[src/rtl/slp_pkg.sv]
package slp_pkg;
  typedef enum logic [1:0] {
    ADR_CTRL  = 2'b00,
    ADR_LATCH = 2'b01,
    ADR_DIR   = 2'b10,
    ADR_NONE  = 2'b11
  } slp_addr_e;
endpackage

[src/rtl/slp_sync.sv]
module slp_sync #(
  parameter int          W       = 1,
  parameter int          STAGES  = 2,
  parameter logic [W-1:0] RST_VAL = '0
) (
  input  logic         clk,
  input  logic         rst,
  input  logic [W-1:0] d,
  output logic [W-1:0] q
);
  logic [W-1:0] stg [STAGES];

  always_ff @(posedge clk) begin
    if (rst) begin
      for (int i = 0; i < STAGES; i++) stg[i] <= RST_VAL;
    end else begin
      stg[0] <= d;
      for (int i = 1; i < STAGES; i++) stg[i] <= stg[i-1];
    end
  end

  assign q = stg[STAGES-1];
endmodule

[src/rtl/slp_shift.sv]
module slp_shift
  import slp_pkg::*;
#(
  parameter int BYTE_W = 8
) (
  input  logic              clk,
  input  logic              rst,
  input  logic              sclk_s,
  input  logic              csn_s,
  input  logic              sdi_s,
  input  logic [BYTE_W-1:0] rd_data,
  output slp_addr_e         rd_addr,
  output logic              commit,
  output slp_addr_e         wr_addr,
  output logic [BYTE_W-1:0] wr_data,
  output logic              sdo,
  output logic              sdo_oe
);
  localparam int FRAME = 2 * BYTE_W;
  localparam int CNT_W = $clog2(FRAME + 2);

  logic              sclk_d, csn_d;
  logic [CNT_W-1:0]  cnt;
  logic [FRAME-1:0]  shreg;
  logic [BYTE_W-1:0] outsh;
  logic              rise, fall, cs_rise;

  assign rise    = sclk_s & ~sclk_d;
  assign fall    = ~sclk_s & sclk_d;
  assign cs_rise = csn_s & ~csn_d;

  // instruction bits seen so far: bit 7 at [BYTE_W-2] before the 8th edge
  assign rd_addr = slp_addr_e'(shreg[BYTE_W-2 -: 2]);
  assign wr_addr = slp_addr_e'(shreg[FRAME-1 -: 2]);
  assign wr_data = shreg[BYTE_W-1:0];

  always_ff @(posedge clk) begin
    if (rst) begin
      sclk_d <= 1'b0;
      csn_d  <= 1'b1;
      cnt    <= '0;
      shreg  <= '0;
      outsh  <= '0;
      sdo    <= 1'b0;
      sdo_oe <= 1'b0;
      commit <= 1'b0;
    end else begin
      sclk_d <= sclk_s;
      csn_d  <= csn_s;
      commit <= 1'b0;
      if (csn_s) begin
        cnt    <= '0;
        sdo    <= 1'b0;
        sdo_oe <= 1'b0;
        if (cs_rise && cnt == CNT_W'(FRAME) && !shreg[BYTE_W]) commit <= 1'b1;
      end else begin
        if (rise) begin
          if (cnt <= CNT_W'(FRAME)) cnt <= cnt + 1'b1;
          shreg <= {shreg[FRAME-2:0], sdi_s};
          if (cnt == CNT_W'(BYTE_W - 1) && sdi_s) begin
            sdo    <= rd_data[BYTE_W-1];
            outsh  <= rd_data << 1;
            sdo_oe <= 1'b1;
          end
          if (cnt == CNT_W'(FRAME - 1)) sdo_oe <= 1'b0;
        end
        if (fall && sdo_oe && cnt >= CNT_W'(BYTE_W + 1)) begin
          sdo   <= outsh[BYTE_W-1];
          outsh <= outsh << 1;
        end
      end
    end
  end


  oe_idle_chk: assert property (@(posedge clk) disable iff (rst)
    (csn_s && csn_d) |-> !sdo_oe);


  commit_full_chk: assert property (@(posedge clk) disable iff (rst)
    commit |-> ($past(cnt) == CNT_W'(FRAME)));
endmodule

[src/rtl/slp_regs.sv]
module slp_regs
  import slp_pkg::*;
#(
  parameter int               PIN_W    = 6,
  parameter int               BYTE_W   = 8,
  parameter logic [BYTE_W-1:0] CTRL_RST = 8'h80
) (
  input  logic              clk,
  input  logic              rst,
  input  logic              commit,
  input  slp_addr_e         wr_addr,
  input  logic [BYTE_W-1:0] wr_data,
  input  logic [PIN_W-1:0]  pins_s,
  input  slp_addr_e         rd_addr,
  output logic [BYTE_W-1:0] rd_data,
  output logic [PIN_W-1:0]  ldr,
  output logic [PIN_W-1:0]  ilr,
  output logic [BYTE_W-1:0] ctrl
);
  logic [PIN_W-1:0] ilr_nxt;

  genvar g;
  generate
    for (g = 0; g < PIN_W; g++) begin : g_pin
      assign ilr_nxt[g] = ldr[g] ? ((wr_addr == ADR_LATCH) ? wr_data[g] : ilr[g])
                                 : pins_s[g];
    end
  endgenerate

  always_ff @(posedge clk) begin
    if (rst) begin
      ldr  <= '0;
      ilr  <= '0;
      ctrl <= CTRL_RST;
    end else if (commit) begin
      ilr <= ilr_nxt;
      if (wr_addr == ADR_DIR)  ldr  <= wr_data[PIN_W-1:0];
      if (wr_addr == ADR_CTRL) ctrl <= wr_data;
    end
  end

  always_comb begin
    case (rd_addr)
      ADR_CTRL:  rd_data = ctrl;
      ADR_LATCH: rd_data = BYTE_W'(ilr);
      ADR_DIR:   rd_data = BYTE_W'(ldr);
      default:   rd_data = '0;
    endcase
  end


  rst_default_chk: assert property (@(posedge clk)
    rst |=> (ldr == '0 && ilr == '0 && ctrl == CTRL_RST));


  snap_chk: assert property (@(posedge clk) disable iff (rst)
    commit |=> (((ilr ^ $past(pins_s)) & ~$past(ldr)) == '0));


  hold_chk: assert property (@(posedge clk) disable iff (rst)
    !commit |=> ($stable(ldr) && $stable(ilr) && $stable(ctrl)));
endmodule

[src/rtl/serial_latch_port.sv]
module serial_latch_port
  import slp_pkg::*;
#(
  parameter int PIN_W  = 6,
  parameter int BYTE_W = 8,
  parameter int SYNC_N = 2
) (
  input  logic              clk,
  input  logic              mr,
  input  logic              ctrl_clk,
  input  logic              ctrl_csn,
  input  logic              ctrl_sdi,
  output logic              ctrl_sdo,
  output logic              ctrl_sdo_oe,
  input  logic [PIN_W-1:0]  pin_in,
  output logic [PIN_W-1:0]  pin_out,
  output logic [PIN_W-1:0]  pin_oe,
  output logic [BYTE_W-1:0] ctrl_reg
);
  localparam int SW = PIN_W + 3;

  logic [SW-1:0]     raw, synced;
  logic              sclk_s, csn_s, sdi_s;
  logic [PIN_W-1:0]  pins_s;
  logic [BYTE_W-1:0] rd_data, wr_data;
  slp_addr_e         rd_addr, wr_addr;
  logic              commit;

  assign raw = {ctrl_clk, ctrl_csn, ctrl_sdi, pin_in};
  assign {sclk_s, csn_s, sdi_s, pins_s} = synced;

  slp_sync #(
    .W(SW), .STAGES(SYNC_N), .RST_VAL({3'b010, {PIN_W{1'b0}}})
  ) u_sync (
    .clk(clk), .rst(mr), .d(raw), .q(synced)
  );

  slp_shift #(.BYTE_W(BYTE_W)) u_shift (
    .clk(clk), .rst(mr), .sclk_s(sclk_s), .csn_s(csn_s), .sdi_s(sdi_s),
    .rd_data(rd_data), .rd_addr(rd_addr), .commit(commit),
    .wr_addr(wr_addr), .wr_data(wr_data), .sdo(ctrl_sdo), .sdo_oe(ctrl_sdo_oe)
  );

  slp_regs #(.PIN_W(PIN_W), .BYTE_W(BYTE_W)) u_regs (
    .clk(clk), .rst(mr), .commit(commit), .wr_addr(wr_addr), .wr_data(wr_data),
    .pins_s(pins_s), .rd_addr(rd_addr), .rd_data(rd_data),
    .ldr(pin_oe), .ilr(pin_out), .ctrl(ctrl_reg)
  );
endmodule

[config.mk]
export PLATFORM = sky130hd
export DESIGN_NAME = serial_latch_port
export DESIGN_NICKNAME = d
export VERILOG_FILES = /design/src/rtl/slp_pkg.sv /design/src/rtl/slp_sync.sv /design/src/rtl/slp_shift.sv /design/src/rtl/slp_regs.sv /design/src/rtl/serial_latch_port.sv
export SDC_FILE = /design/constraint.sdc
export NUM_CORES = 1
export LEC_CHECK = 0
export BUFFER_PORTS_ARGS = -buffer_cell sky130_fd_sc_hd__clkbuf_2
export CAP_MARGIN = 10
export CORE_MARGIN = 5
export CORE_UTILIZATION = 48
export CTS_CLUSTER_DIAMETER = 80
export DETAILED_ROUTE_END_ITERATION = 7
export PLACE_DENSITY = 0.68
export SYNTH_ARGS = -nofsm -noshare
export SYNTH_HDL_FRONTEND = slang
export SYNTH_SLANG_ARGS = --single-unit
[constraint.sdc]
create_clock -name clk -period 2.1 [get_ports clk]
set_input_delay 0.42 -clock clk [delete_from_list [all_inputs] [get_ports clk]]
set_output_delay 0.42 -clock clk [all_outputs]
set_load 0.005 [all_outputs]
# Word level (Yosys, flattened, before mapping)
# Memory sizes are Yosys's and may differ from the RTL's.
# Cells that the tools add are included.
[totals]
regBits = 54
mem_bits_rw = 18
in_bits = 11
output_inout_bits = 22
wordCells = 95
mem_count = 1
[op_classes]
add_sub_neg = 1
magnitude_cmp = 2
eq_ne = 13
mux = 27
bitwise = 9
reduce_logical = 26
[mem_list]
columns = ["name", "words", "width", "read_ports", "rd_ports_with_merged_regs", "write_ports", "line_no", "rtl"]
rows = [
  ["u_sync.stg", 2, 9, 2, 0, 2, "slp_sync.sv:11", "logic [W-1:0] stg [STAGES];"],
]
[op_table]
columns = ["operator", "n"]
rows = [
  ["2-to-1 mux 8 bit", 3],
  ["one-hot mux 8 bit (3 select lines)", 1],
  ["AND reduction 2 bit", 12],
  ["2-to-1 mux 1 bit", 21],
  ["2-to-1 mux 9 bit", 2],
  ["!= test 2 bit, second input constant", 6],
  ["nonzero test 2 bit", 3],
  ["adder 5 x 1 -> 5 bit, second input constant", 1],
  ["== test 5 x 3 -> 1 bit, second input constant", 1],
  ["== test 5 x 4 -> 1 bit, second input constant", 1],
  ["== test 5 bit, second input constant", 1],
  [">= comparator 5 x 4 -> 1 bit, second input constant", 1],
  ["less-or-equal comparator 5 bit, second input constant", 1],
  ["logical AND 1 bit", 5],
  ["== test 2 x 1 -> 1 bit, second input constant", 2],
  ["== test 2 bit, second input constant", 2],
  ["zero test 2 bit", 2],
  ["NOT 1 bit", 4],
  ["OR reduction 2 bit", 2],
  ["AND 1 bit", 3],
  ["AND reduction 3 bit", 1],
  ["OR 1 bit", 2],
  ["zero test 1 bit", 1],
]

# Depth between registers and ports, before layout
# Gate-level depths: netlist (run 1).
[depth]
word_depth = 6
mapped_depth = 6
mapped_depth_nobuf = 6

# Modules after synthesis
# A second synthesis (run 1) with hierarchy kept.
[hier_totals]
cells_unflattened = 336
area_unflattened_um2 = 3138.0
[by_module_without_submodules]
columns = ["module", "instances", "cells_per_inst", "area_per_inst_um2", "seq_area_each_um2"]
rows = [
  ["slp_shift", 1, 184, 1569.0, 660.6],
  ["slp_regs", 1, 106, 1008.5, 400.4],
  ["slp_sync", 1, 46, 560.5, 360.3],
]

# Worst setup path after synthesis (run 1)
# No wires, ideal clock.
[synth_path]
path_type = "register to register"
start = "reg u_shift.cnt[1]"
end = "reg u_shift.outsh[7]"
setup_time_ps = 74
arrival_time_ps = 1662
t_required_ps = 2026
setup_slack_ps = 364
path_stages_with_launch = 7
path_buffers = 0
period_less_slack_ps = 1736
path_cell_list = "dfxtp_1 inv_1 ha_1 or4_4 o211ai_4 a21bo_1 a31oi_1"
[synth_via]
elab_chain_len = 4
word_cells_on_any_way = 8
cone_classes = "1 x order compare; 1 x eq/ne; 1 x mux; 5 x reduce/logical"
[synth_lines]
columns = ["item", "line_no", "rtl"]
rows = [
  ["start, declared", "slp_shift.sv:23", "logic [CNT_W-1:0] cnt;"],
  ["start signal, assigned", "slp_shift.sv:58", "if (cnt <= CNT_W'(FRAME)) cnt <= cnt + 1'b1;"],
  [">= comparator 5 x 4 -> 1 bit or == test 5 x 3 -> 1 bit (tied branches)", "slp_shift.sv:67, slp_shift.sv:60", ""],
  ["logical AND 1 bit (on tied branches)", "slp_shift.sv:67, slp_shift.sv:60", ""],
  ["nonzero test 2 bit (no source line)", "n/a", ""],
  ["AND reduction 3 bit (no source line)", "n/a", ""],
  ["end signal, assigned", "slp_shift.sv:62", "outsh <= rd_data << 1;"],
  ["end signal, assigned", "slp_shift.sv:69", "outsh <= outsh << 1;"],
  ["end, declared", "slp_shift.sv:25", "logic [BYTE_W-1:0] outsh;"],
]
# Parallel ways exist; a longest one is shown, timed or not.
# A chain may end at the register's enable or synchronous reset.

# Worst setup path in the final report (run 1)
[layout_path]
start = "reg u_shift.cnt[1]"
end = "reg u_shift.outsh[2]"
# The elaborated chain is that of the path after synthesis.

==> qor.csv, run 1 <==
stage,metric,value,unit
critical_path,critical path cell sequence,inv_1 > ha_1 > or4_4 > o2111ai_2 > a21o_1 > o21ai_0,
synthesis,total number of yosys warnings,0,
die,Initial Util,0.4881,
power,internal portion of total power,2.245,mW
critical_path,data arrival time at the worst-slack endpoint,2.16,ns
clocking,cts bufs inserted,9,
timing,Worst Tran Pin Value,0.7107,ns
timing,number of setup violations in the final report,0,
power,switching power total,0.5267,mW
finish,count of inserted antenna diode cells,0,
synthesis,largest family of logic cells by synthesized area,simple AND/OR/NAND/NOR gates,
power,clock group share of total power,0.484,
clocking,clock transition at the register clock pins on the worst setup and hold paths after CTS,0.07,ns
critical_path,beginning of the critical path,u_shift.cnt[1],
timing,Setup TNS Final,0,ns
power,leakage power of the design,1.272,nW
routing,mean routed wirelength per cell,14.18,um
die,total number of placement rows,28,
clocking,count of hold buffers inserted by post-cts repair,0,
timing,Setup Skew,0.008134,ns
die,Die Outline Area,7632,um^2
power,PD cells,824.2,nW/um^2
synthesis,Post-Synthesis Cell Area,2873,um^2
clocking,cts repair resizes,0,
synthesis,fraction of synthesized area in multiplexers,0.08362,
critical_path,endpoint of the most critical register-to-register path,u_shift.outsh[2],
synthesis,Syn Nets,328,
timing,final hold viol count,0,
finish,ratio of cells with drive above 1 in the final layout,0.1839,
clocking,source-to-sink clock delay at the later pin of the worst-skew pair,0.34,ns
synthesis,area fraction in compound gates after synthesis,0.1350,
placed_design,number of buffer cells added on primary ports,32,
critical_path,category of the worst setup path capture point,register,
timing,minimum clock period,1.947,ns
synthesis,Synth top area share,0.4948,
timing,Max Transition Viols Final,0,
critical_path,Register-to-Register Setup Slack,0.15,ns
finish,Largest register FFs,18,
finish,synthesis-to-layout area growth,17.07,%
synthesis,"top cells by area, synth","dfxtp_1, mux2i_1, nand2_1",
synthesis,"Seq/Total Area, Yosys",0.4948,
clocking,buffer levels on the longest clock path,2,
routing,First-pass DRT Iterations,5,
clocking,Max H-tree Level,3,
synthesis,proportion of synthesized flip-flops having asynchronous set or reset,0,
clocking,TritonCTS clock tree,done,
timing,unrepaired setup endpoints after global routing,false,
grt,remaining global-route overflow,0,
routing,post-route antenna net violation count,0,
critical_path,crit path launch type,register,
grt,initial antenna violation count,0,
placed_design,DP Wirelength,4111,um
timing,portion of the clock cycle consumed by the worst path in the final layout,0.9272,
synthesis,leading register cell type out of synthesis,dfxtp_1,
power,switching share of power,0.1900,
critical_path,worst flop-to-flop path startpoint,u_shift.cnt[1],
critical_path,Buf/Inv on CP,1,
synthesis,top cell type by total area after synthesis,dfxtp_1,
routing,Post-route DRC,0,
power,total power draw,2.772,mW
synthesis,simple logic cell fraction of the synthesized area,0.2282,
die,die outline width,87.36,um
placed_design,weighted congestion at the end of routability-driven global placement,0.8765,
critical_path,Worst EP required,2.31,ns
min_path,type of the tightest min-delay check,primary input to register,
critical_path,Reg2Reg Depth,6,
critical_path,Stages on worst setup path,6,
routing,via total after detailed routing,2270,
routing,first-iteration detailed-routing DRC count,178,
routing,post-detailed-route via-to-cell ratio,5.366,
synthesis,average footprint of a synthesized cell,9.178,um^2
power,Reg power frac,0.494,
die,area of the core region,5886,um^2
synthesis,synthesized-area fraction occupied by xor and xnor cells,0.009146,
clocking,# clock sinks,71,
timing,achievable frequency,0.5136,GHz
clocking,Post CTS Setup Buffer Count,0,
routing,overall routed net length,6000,um
grt,vias in the first global route,1997,
run_status,outcome,"finished, final reports clean",
die,I/O Pins,33,
synthesis,"share of synthesized cell area in full adder, half adder and majority cells",0.01742,
critical_path,kind of critical path,register to register,
critical_path,Worst path max stage delay,0.44,ns
grt,global-route wire length before repair,9949,um
synthesis,register bit count reported by yosys,71,
power,Max VDD drop,410.9,uV
critical_path,highest-delay cell along the critical path,or4_4,
finish,number of nets in the finished design,358,
critical_path,cell class contributing the biggest share of worst-path delay,compound AO/OA/AOI/OAI gates,
grt,pin count of the biggest net entering global routing,63,
timing,worst relative slew slack,0.5255,
synthesis,cells after synthesis,313,
critical_path,largest fanout on the critical path,7,
synthesis,distinct cell type count after synthesis,44,
power,share of total power in combinational logic,0.022,
grt,global router's overall resource usage,0.1686,
critical_path,Worst Setup EP,u_shift.outsh[2],
job,Max Cap Viol,0,
die,DIE HEIGHT,87.36,um
clocking,cell chosen for the clock root,clkbuf_8,
synthesis,"EDFF count, synth",0,
## cells in the final DEF, fill, tap and decap left out, drive strengths merged, types with 2 or more instances in the layout
master    n
nand4b    5
xnor2     3
or3b      2
a211oi    6
or2       4
o2bb2ai   2
a21bo     2
a21oi    28
nor2b    20
mux2i    24
nand3     3
nand2    46
ha        4
dfxtp    71
clkinv    2
nand2b    8
o22ai     9
o211ai    2
inv       6
buf       5
bufinv    3
or4       2
nor2     25
clkbuf   43
nor3b     4
o21ai     5
## worst min-delay path by stage
stage                          start                 to  slack (ns)  cells after the start
floorplan           u_sync.stg[0][7]  u_sync.stg[0][16]        0.39                      1
global placement    u_sync.stg[0][7]  u_sync.stg[0][16]        0.40                      1
detailed placement  u_sync.stg[0][7]  u_sync.stg[0][16]        0.40                      1
CTS                         ctrl_csn   u_sync.stg[0][7]        0.24                      2
global route                ctrl_csn   u_sync.stg[0][7]        0.25                      2
finish                      ctrl_csn   u_sync.stg[0][7]        0.26                      2
## worst reg2reg max path: cells and delay by family (launching register included)
| kind | cells | cell delay, ns |
|---|---|---|
| and+or+nand+nor | 1 | 0.44 |
| AOI/OAI and AO/OA | 3 | 0.72 |
| adders and majority gates | 1 | 0.18 |
| DFF | 1 | 0.40 |
| buffers and inverters | 1 | 0.08 |
## power by group through the flow
stage,Sequential (mW),Combinational (mW),Clock (mW)
after floorplan,1.40,0.0412,0
after global placement,1.40,0.0611,0
after detailed placement,1.40,0.0618,0
after CTS,1.37,0.0620,1.37
after global routing,1.37,0.0678,1.43
final,1.37,0.0610,1.34
## stage by stage
stage / util / instances / hold slack [ns] / instance area [um^2] / setup WS (ns)
finish: 0.5714 / 423 / 0.2615 / 3363 / 0.1528
global route: 0.5714 / 423 / 0.2452 / 3363 / 0.05741
CTS: 0.5714 / 423 / 0.2441 / 3363 / 0.1513
detailed placement: 0.5281 / 407 / 0.3952 / 3108 / 0.1931
global placement: 0.5281 / 407 / 0.3956 / 3108 / 0.2765
floorplan: - / 313 / 0.3895 / 2873 / 0.3639
## cells in the mapped netlist (3+ instances only)
cell      count
nand2_1      46
a211oi_1      6
or2_2         4
nand4b_1      5
o22ai_1       9
xnor2_1       3
nor3b_1       3
nand3_1       3
mux2i_1      24
nor2_1       25
inv_1         6
a21oi_1      28
clkbuf_1     16
nor2b_1      20
nand2b_1      8
dfxtp_1      71
ha_1          4
o21ai_0       3
## area by class of cell
cell class | count | area, um^2
flip-flops and latches | 71 | 1421
fillers | 526 | 2522
repair buffers | 37 | 210.2
clock inverters | 5 | 103.9
well taps | 75 | 93.84
clock buffers | 11 | 151.4
multi-input cells | 218 | 1360
inverters | 6 | 22.52
## logic make-up after synthesis
family                   count (synthesis)
AO/OA/AOI/OAI                           60
XOR/XNOR                                 3
adder cells (fa/ha/maj)                  4
buffers and inverters                   24
flip-flops                              71
multiplexers                            24
AND/OR/NAND/NOR                        127
## per-layer routing
metal,GRT usage,share of wire,vias up
met5,0,0,-
met4,0.09902,0.021,0
met3,0.03217,0.054,11
met2,0.2281,0.43,59
met1,0.2452,0.50,1061
li1,-,-,1139
No activity file was read; power rests on OpenSTA's default activity.
==> run 2, diff against run 1 <==
- CORE_MARGIN: 5 -> default
- SETUP_SLACK_MARGIN: default -> 0.3
==> run 2 against run 1 <==
Net effect:
- wire length shrank 0.23%
- combinational power grew 2%
- global-route usage grew 4.0 points
- hold slack lost 0.0043 ns
- total power shrank 8.3%
- cell area grew 0.22%
- clock power shrank 17%
- setup slack gained 0.18 ns
- sequential power is essentially flat
- final cell count grew 0.24%
==> qor.csv, run 2 (synthesis results as in run 1) <==
stage,metric,value,unit,change
critical_path,kind of critical path,register to register,,
finish,synthesis-to-layout area growth,17.33,%,
power,PD cells,753.9,nW/um^2,-8.5%
grt,initial antenna violation count,0,,unchanged
routing,post-route antenna net violation count,0,,unchanged
clocking,cts bufs inserted,9,,unchanged
timing,final hold viol count,0,,unchanged
die,Die Outline Area,6298,um^2,-17%
finish,most used cells in the layout excluding fill and tap cells,"dfxtp_1, nand2_1, clkbuf_2, a21oi_1, nor2_1",,
finish,"most common cell after layout, fill and taps aside",dfxtp_1,,
power,switching share of power,0.2223,,+0.03229
timing,number of setup violations in the final report,0,,unchanged
power,Reg power frac,0.539,,+0.045
critical_path,Worst EP required,2.33,ns,+0.02 ns
finish,count of inserted antenna diode cells,0,,unchanged
critical_path,Worst path max stage delay,0.45,ns,about the same
routing,First-pass DRT Iterations,4,,-1
finish,number of nets in the finished design,362,,+1.1%
critical_path,crit path launch type,register,,
die,die outline width,79.36,um,-9.2%
timing,final worst-path setup slack,0.3372,ns,+0.1844 ns
grt,global router's overall resource usage,0.2082,,+0.03967
timing,Worst Tran Pin Value,0.7277,ns,+0.01697 ns
finish,fillers,513,,-2.5%
critical_path,critical path cell sequence,inv_2 > ha_1 > or4_4 > o211ai_4 > buf_4 > mux2i_1 > o21ai_1,,
placed_design,number of buffer cells added on primary ports,32,,unchanged
timing,Max Transition Viols Final,0,,unchanged
critical_path,highest-delay cell along the critical path,or4_4,,
critical_path,category of the worst setup path capture point,register,,
finish,ratio of cells with drive above 1 in the final layout,0.2131,,+0.02916
timing,Setup TNS Final,0,ns,unchanged
placed_design,Post-Place Setup Slack,0.1660,ns,-0.02707 ns
power,Max VDD drop,643.1,uV,+56%
timing,minimum clock period,1.763,ns,-0.1844 ns
power,total power draw,2.541,mW,-8.3%
clocking,TritonCTS clock tree,done,,
timing,portion of the clock cycle consumed by the worst path in the final layout,0.8395,,-0.08779
power,share of total power in combinational logic,0.025,,+0.003
clocking,count of hold buffers inserted by post-cts repair,0,,unchanged
die,DIE HEIGHT,79.36,um,-9.2%
timing,unrepaired setup endpoints after global routing,true,,
routing,via total after detailed routing,2232,,-1.7%
run_status,outcome,"finished, final reports clean",,
routing,first-iteration detailed-routing DRC count,139,,-22%
grt,global-route wire length before repair,9956,um,about the same
grt,remaining global-route overflow,0,,unchanged
finish,Largest register FFs,18,,unchanged
power,internal portion of total power,1.976,mW,-12%
placed_design,weighted congestion at the end of routability-driven global placement,0.8102,,-7.6%
die,area of the core region,5642,um^2,-4.1%
job,Max Cap Viol,0,,unchanged
routing,mean routed wirelength per cell,14.12,um,-0.47%
power,clock group share of total power,0.437,,-0.047
min_path,type of the tightest min-delay check,primary input to register,,
die,total number of placement rows,27,,-3.6%
clocking,clock transition at the register clock pins on the worst setup and hold paths after CTS,0.08,ns,about the same
power,switching power total,0.5649,mW,+7.3%
clocking,source-to-sink clock delay at the later pin of the worst-skew pair,0.34,ns,about the same
critical_path,data arrival time at the worst-slack endpoint,1.99,ns,-0.17 ns
routing,post-detailed-route via-to-cell ratio,5.264,,-1.9%
routing,Post-route DRC,0,,unchanged
clocking,cell chosen for the clock root,clkbuf_8,,
timing,achievable frequency,0.5673,GHz,+10%
placed_design,DP Wirelength,3992,um,-2.9%
timing,worst relative slew slack,0.5142,,-0.01133
routing,overall routed net length,5986,um,-0.23%
grt,vias in the first global route,2093,,+4.8%
die,Initial Util,0.5092,,+0.02111
die,I/O Pins,33,,unchanged
timing,Setup Skew,0.007837,ns,-0.0002977 ns
clocking,# clock sinks,71,,unchanged
power,leakage power of the design,1.262,nW,-0.78%
critical_path,largest fanout on the critical path,5,,-2
clocking,buffer levels on the longest clock path,2,,unchanged
clocking,Max H-tree Level,3,,unchanged
grt,pin count of the biggest net entering global routing,64,,+1.6%
-- run 2: changes by cell type in the layout (fill, tap and decap cells not counted), moves of 2 or more --
cell and change:
clkinvlp_4 +2, dfxtp_2 +2, inv_6 +2, dfxtp_1 -3, buf_4 +3, bufinv_16 -2
-- run 2: power groups by stage --
stage | logic [mW] | registers (mW) | clock network, mW
6_report | 0.0623 | 1.37 | 1.11
5_1_grt | 0.0691 | 1.37 | 1.20
4_1_cts | 0.0626 | 1.37 | 1.14
3_5_place_dp | 0.0621 | 1.40 | 0
3_3_place_gp | 0.0613 | 1.40 | 0
2_1_floorplan | 0.0412 | 1.40 | 0
-- run 2: layout make-up --
cell class | count | area (um^2) | area share
clock buffer | 10 | 137.6 | 0.04083
sequential | 71 | 1428 | 0.4235
inverter | 6 | 22.52 | 0.006682
multi-input combinational | 218 | 1381 | 0.4098
tap | 72 | 90.09 | 0.02673
clock inverter | 6 | 67.56 | 0.02004
timing repair buffer | 41 | 244.0 | 0.07238
-- run 2: metrics by stage --
| stage | instance area [um^2] | hold WS, ns | utilization | instances |
|---|---|---|---|---|
| after floorplan | 2873 | 0.3895 | - | 313 |
| after global placement | 3104 | 0.3952 | 0.5502 | 404 |
| after detailed placement | 3104 | 0.3932 | 0.5502 | 404 |
| after CTS | 3349 | 0.2438 | 0.5937 | 423 |
| after global routing | 3371 | 0.2463 | 0.5975 | 424 |
| final | 3371 | 0.2572 | 0.5975 | 424 |
-- run 2: path summary, 6_finish.rpt --
path / start / endpoint / slack [ns] / cells past startpoint
worst min register to register: u_sync.stg[0][7] / u_sync.stg[0][16] / 0.40 / 1
worst max register to register: u_shift.cnt[1] / u_shift.outsh[5] / 0.34 / 7
worst max-delay path: u_shift.cnt[1] / u_shift.outsh[5] / 0.34 / 7
worst min-delay path: ctrl_csn / u_sync.stg[0][7] / 0.26 / 2
-- run 2: worst max-delay path: cells and delay by family (launching register included) --
family / cells / cell delay [ns]
buffers and inverters: 2 / 0.20
multiplexers: 1 / 0.19
AO/OA/AOI/OAI: 2 / 0.26
AND/OR/NAND/NOR: 1 / 0.45
adder cells (fa/ha/maj): 1 / 0.16
flip-flops: 1 / 0.38
-- run 2: per-layer routing --
layer | vias up | global-route usage | routed length (um)
li1 | 1141 | - | -
met1 | 1036 | 0.2874 | 3020
met2 | 45 | 0.3043 | 2629
met3 | 10 | 0.06667 | 264
met4 | 0 | 0.07091 | 71
met5 | - | 0 | 0
-- run 2: repair_timing --
action / 4_1_cts / 5_1_grt
pin swaps: 3 / 2
setup buffers: 3 / 1
resized for setup: 3 / 8
endpoints found under the setup margin: 7 / 10
cloned: 0 / 0
==> run 3, diff against run 2 <==
- ABC_AREA: default -> 1
- PLACE_DENSITY: 0.68 -> 0.7
- clock period: 2.1 -> 1.4 ns (I/O delays scaled with it)
==> run 3 against run 2 <==
Net effect:
- via count up 25%
- total power up 62%
- combinational power rose to 2.8 times the previous value
- setup slack worse by 0.38 ns
- clock-buffer cell count down 1
- register-to-register slack worse by 0.38 ns
- hold slack worse by 0.16 ns
- the flow now finishes with violations (setup timing)
==> qor.csv, run 3 <==
stage,metric,value,unit,change
synthesis,"top cells by area, synth","dfxtp_1, nand2_1, a21oi_1",,
die,total number of placement rows,27,,unchanged
routing,Post-route DRC,0,,unchanged
clocking,TritonCTS clock tree,done,,
routing,first-iteration detailed-routing DRC count,140,,+0.72%
job,Max Cap Viol,0,,unchanged
timing,worst hold slack after final layout,0.1019,ns,-0.1552 ns
synthesis,commonest cells in the netlist,"nand2_1, dfxtp_1, nor2_1",,
timing,achievable frequency,0.6930,GHz,+22%
min_path,type of the tightest min-delay check,primary input to register,,
timing,Setup Skew,0.01009,ns,+0.002253 ns
synthesis,proportion of synthesized flip-flops having asynchronous set or reset,0,,unchanged
finish,"most common cell after layout, fill and taps aside",nand2_1,,
run_status,failing checks,setup timing,,
timing,worst relative slew slack,0.7823,,+0.2681
synthesis,distinct cell type count after synthesis,29,,-34%
clocking,count of hold buffers inserted by post-cts repair,0,,unchanged
power,switching power total,0.9735,mW,+72%
routing,met3 wire len,265,um,+0.38%
timing,minimum clock period,1.443,ns,-0.3198 ns
critical_path,Register-to-Register Setup Slack,-0.04,ns,-0.38 ns
routing,Met1 Wirelength,3179,um,+5.3%
timing,Max Transition Viols Final,0,,unchanged
synthesis,average footprint of a synthesized cell,7.647,um^2,-17%
timing,unrepaired setup endpoints after global routing,true,,
synthesis,register bit count reported by yosys,71,,unchanged
placed_design,number of buffer cells added on primary ports,32,,unchanged
routing,Top Layer Used,met4,,
synthesis,total number of yosys warnings,0,,unchanged
power,Max VDD drop,668.5,uV,+4.0%
timing,portion of the clock cycle consumed by the worst path in the final layout,1.031,,+0.1913
synthesis,Synth top area share,0.4956,,+0.0008635
clocking,# clock sinks,71,,unchanged
power,internal portion of total power,3.136,mW,+59%
timing,Worst Tran Pin Value,0.3265,ns,-0.4012 ns
synthesis,most frequent cell after synthesis,nand2_1,,
routing,post-detailed-route via-to-cell ratio,5.188,,-1.4%
routing,overall routed net length,7569,um,+26%
run_status,outcome,"finished, violations left",,
critical_path,crit path launch type,register,,
grt,vias in the first global route,2443,,+17%
finish,fillers,375,,-27%
finish,number of nets in the finished design,474,,+31%
grt,global router's overall resource usage,0.2291,,+0.02088
grt,remaining global-route overflow,0,,unchanged
power,share of total power in combinational logic,0.042,,+0.017
finish,Largest register FFs,18,,unchanged
clocking,clock transition at the register clock pins on the worst setup and hold paths after CTS,0.08,ns,about the same
clocking,Max H-tree Level,3,,unchanged
synthesis,top cell type by total area after synthesis,dfxtp_1,,
finish,ratio of cells with drive above 1 in the final layout,0.4310,,+0.2180
routing,DR WL met2,3903,um,+48%
synthesis,cells after synthesis,375,,+20%
timing,number of setup violations in the final report,5,,+5
routing,First-pass DRT Iterations,4,,unchanged
finish,most used cells in the layout excluding fill and tap cells,"nand2_1, nor2_1, dfxtp_1, inv_1, buf_4",,
die,DIE HEIGHT,79.30,um,about the same
die,die outline width,79.30,um,about the same
power,clock group share of total power,0.458,,+0.021
clocking,source-to-sink clock delay at the later pin of the worst-skew pair,0.36,ns,+0.02 ns
synthesis,Syn Nets,390,,+19%
finish,count of inserted antenna diode cells,0,,unchanged
synthesis,"EDFF count, synth",0,,unchanged
die,Die Outline Area,6288,um^2,-0.16%
power,leakage power of the design,1.826,nW,+45%
placed_design,weighted congestion at the end of routability-driven global placement,0.8094,,about the same
clocking,buffer levels on the longest clock path,2,,unchanged
routing,mean routed wirelength per cell,14.12,um,about the same
grt,pin count of the biggest net entering global routing,37,,-42%
die,Initial Util,0.5083,,-0.0008872
finish,synthesis-to-layout area growth,46.90,%,
critical_path,kind of critical path,register to register,,
critical_path,data arrival time at the worst-slack endpoint,1.74,ns,-0.25 ns
power,Reg power frac,0.500,,-0.039
critical_path,largest fanout on the critical path,3,,-2
synthesis,Post-Synthesis Cell Area,2868,um^2,-0.17%
placed_design,DP Wirelength,4069,um,+1.9%
timing,Setup TNS Final,-0.1053,ns,-0.1053 ns
power,PD cells,975.6,nW/um^2,+29%
routing,via total after detailed routing,2781,,+25%
routing,post-route antenna net violation count,0,,unchanged
clocking,cts bufs inserted,9,,unchanged
critical_path,category of the worst setup path capture point,register,,
grt,global-route wire length before repair,10880,um,+9.3%
synthesis,leading register cell type out of synthesis,dfxtp_1,,
synthesis,"Seq/Total Area, Yosys",0.4956,,+0.0008635
power,switching share of power,0.2369,,+0.01456
timing,final hold viol count,0,,unchanged
die,area of the core region,5642,um^2,unchanged
grt,initial antenna violation count,0,,unchanged
die,I/O Pins,33,,unchanged
critical_path,Worst EP required,1.70,ns,-0.63 ns
clocking,cell chosen for the clock root,clkbuf_8,,
timing,final worst-path setup slack,-0.04304,ns,-0.3802 ns
-- run 3: cell count changes in the layout (fill, tap and decap cells not counted), sizes merged, moves of 20 or more --
cell,change
nand3,+20
buf,+47
nor2b,-20
mux2i,-24
nand2,+36
nor2,+23
inv,+42
o21ai,+22
-- run 3: path summary, 6_finish.rpt --
check | end | cells past startpoint | startpoint
setup reg to reg | u_shift.outsh[1] | 12 | u_shift.cnt[1]
hold / removal | u_sync.stg[0][3] | 3 | pin_in[3]
setup / recovery | u_shift.outsh[1] | 12 | u_shift.cnt[1]
hold reg to reg | u_sync.stg[0][11] | 2 | u_sync.stg[0][2]
-- run 3: logic make-up (layout without fill, tap and decap cells) --
kind of cell	count (synthesis)	count (layout)	share of synthesized area
AND/OR/NAND/NOR	159	160	0.2496
flip-flops	71	71	0.4956
buffers and inverters	61	149	0.08551
AO/OA/AOI/OAI	80	80	0.1518
adder cells (fa/ha/maj)	4	4	0.01745
-- run 3: critical path, cell delays in order (launching register included) --
cell and delay [ns]:
dfxtp_4 0.38, inv_4 0.05, ha_4 0.14, nor2_1 0.08, nand2_1 0.08, nand2_2 0.08
nand2_4 0.07, nand2_8 0.09, nand2_8 0.07, buf_4 0.14, nand3_1 0.07, nand2_1 0.05
nor2_1 0.07
-- run 3: power groups by stage --
stage	registers [mW]	logic [mW]	clock network [mW]
after floorplan	2.10	0.0808	0
after global placement	2.10	0.118	0
after detailed placement	2.10	0.120	0
after CTS	2.06	0.139	1.90
after global routing	2.06	0.191	2.01
final	2.05	0.174	1.88
-- run 3: per-layer routing --
metal,GRT usage,vias up
li1,-,1389
met1,0.2514,1303
met2,0.4095,68
met3,0.04713,21
met4,0.1255,0
met5,0,-
-- run 3: area by class of cell --
type,instances,area [um^2],share of cell area
Clock buffer,9,123.9,0.02940
Clock inverter,7,102.6,0.02435
Inverter,48,192.7,0.04574
Multi-Input combinational cell,244,1491,0.3540
Sequential cell,71,1468,0.3484
Tap cell,72,90.09,0.02138
Timing Repair Buffer,85,744.5,0.1767
-- run 3: per-stage QoR --
step / worst slack, ns / instance area (um^2) / total power [mW] / util / instances
after floorplan: 0.002724 / 2894 / 2.182 / - / 375
after global placement: 0.02481 / 3186 / 2.222 / 0.5646 / 477
after detailed placement: 0.008630 / 3186 / 2.225 / 0.5646 / 477
after CTS: 0.03486 / 3776 / 4.093 / 0.6693 / 522
after global routing: -0.1135 / 4213 / 4.256 / 0.7467 / 536
final: -0.04304 / 4213 / 4.110 / 0.7467 / 536
-- run 3: timing repair --
action                                  4_1_cts  5_1_grt
resized for setup                            47       84
endpoints found under the setup margin       55       55
pin swaps                                    10       17
buffers inserted                             26       11
gates cloned                                  3        3
hold endpoints to repair                      0        0
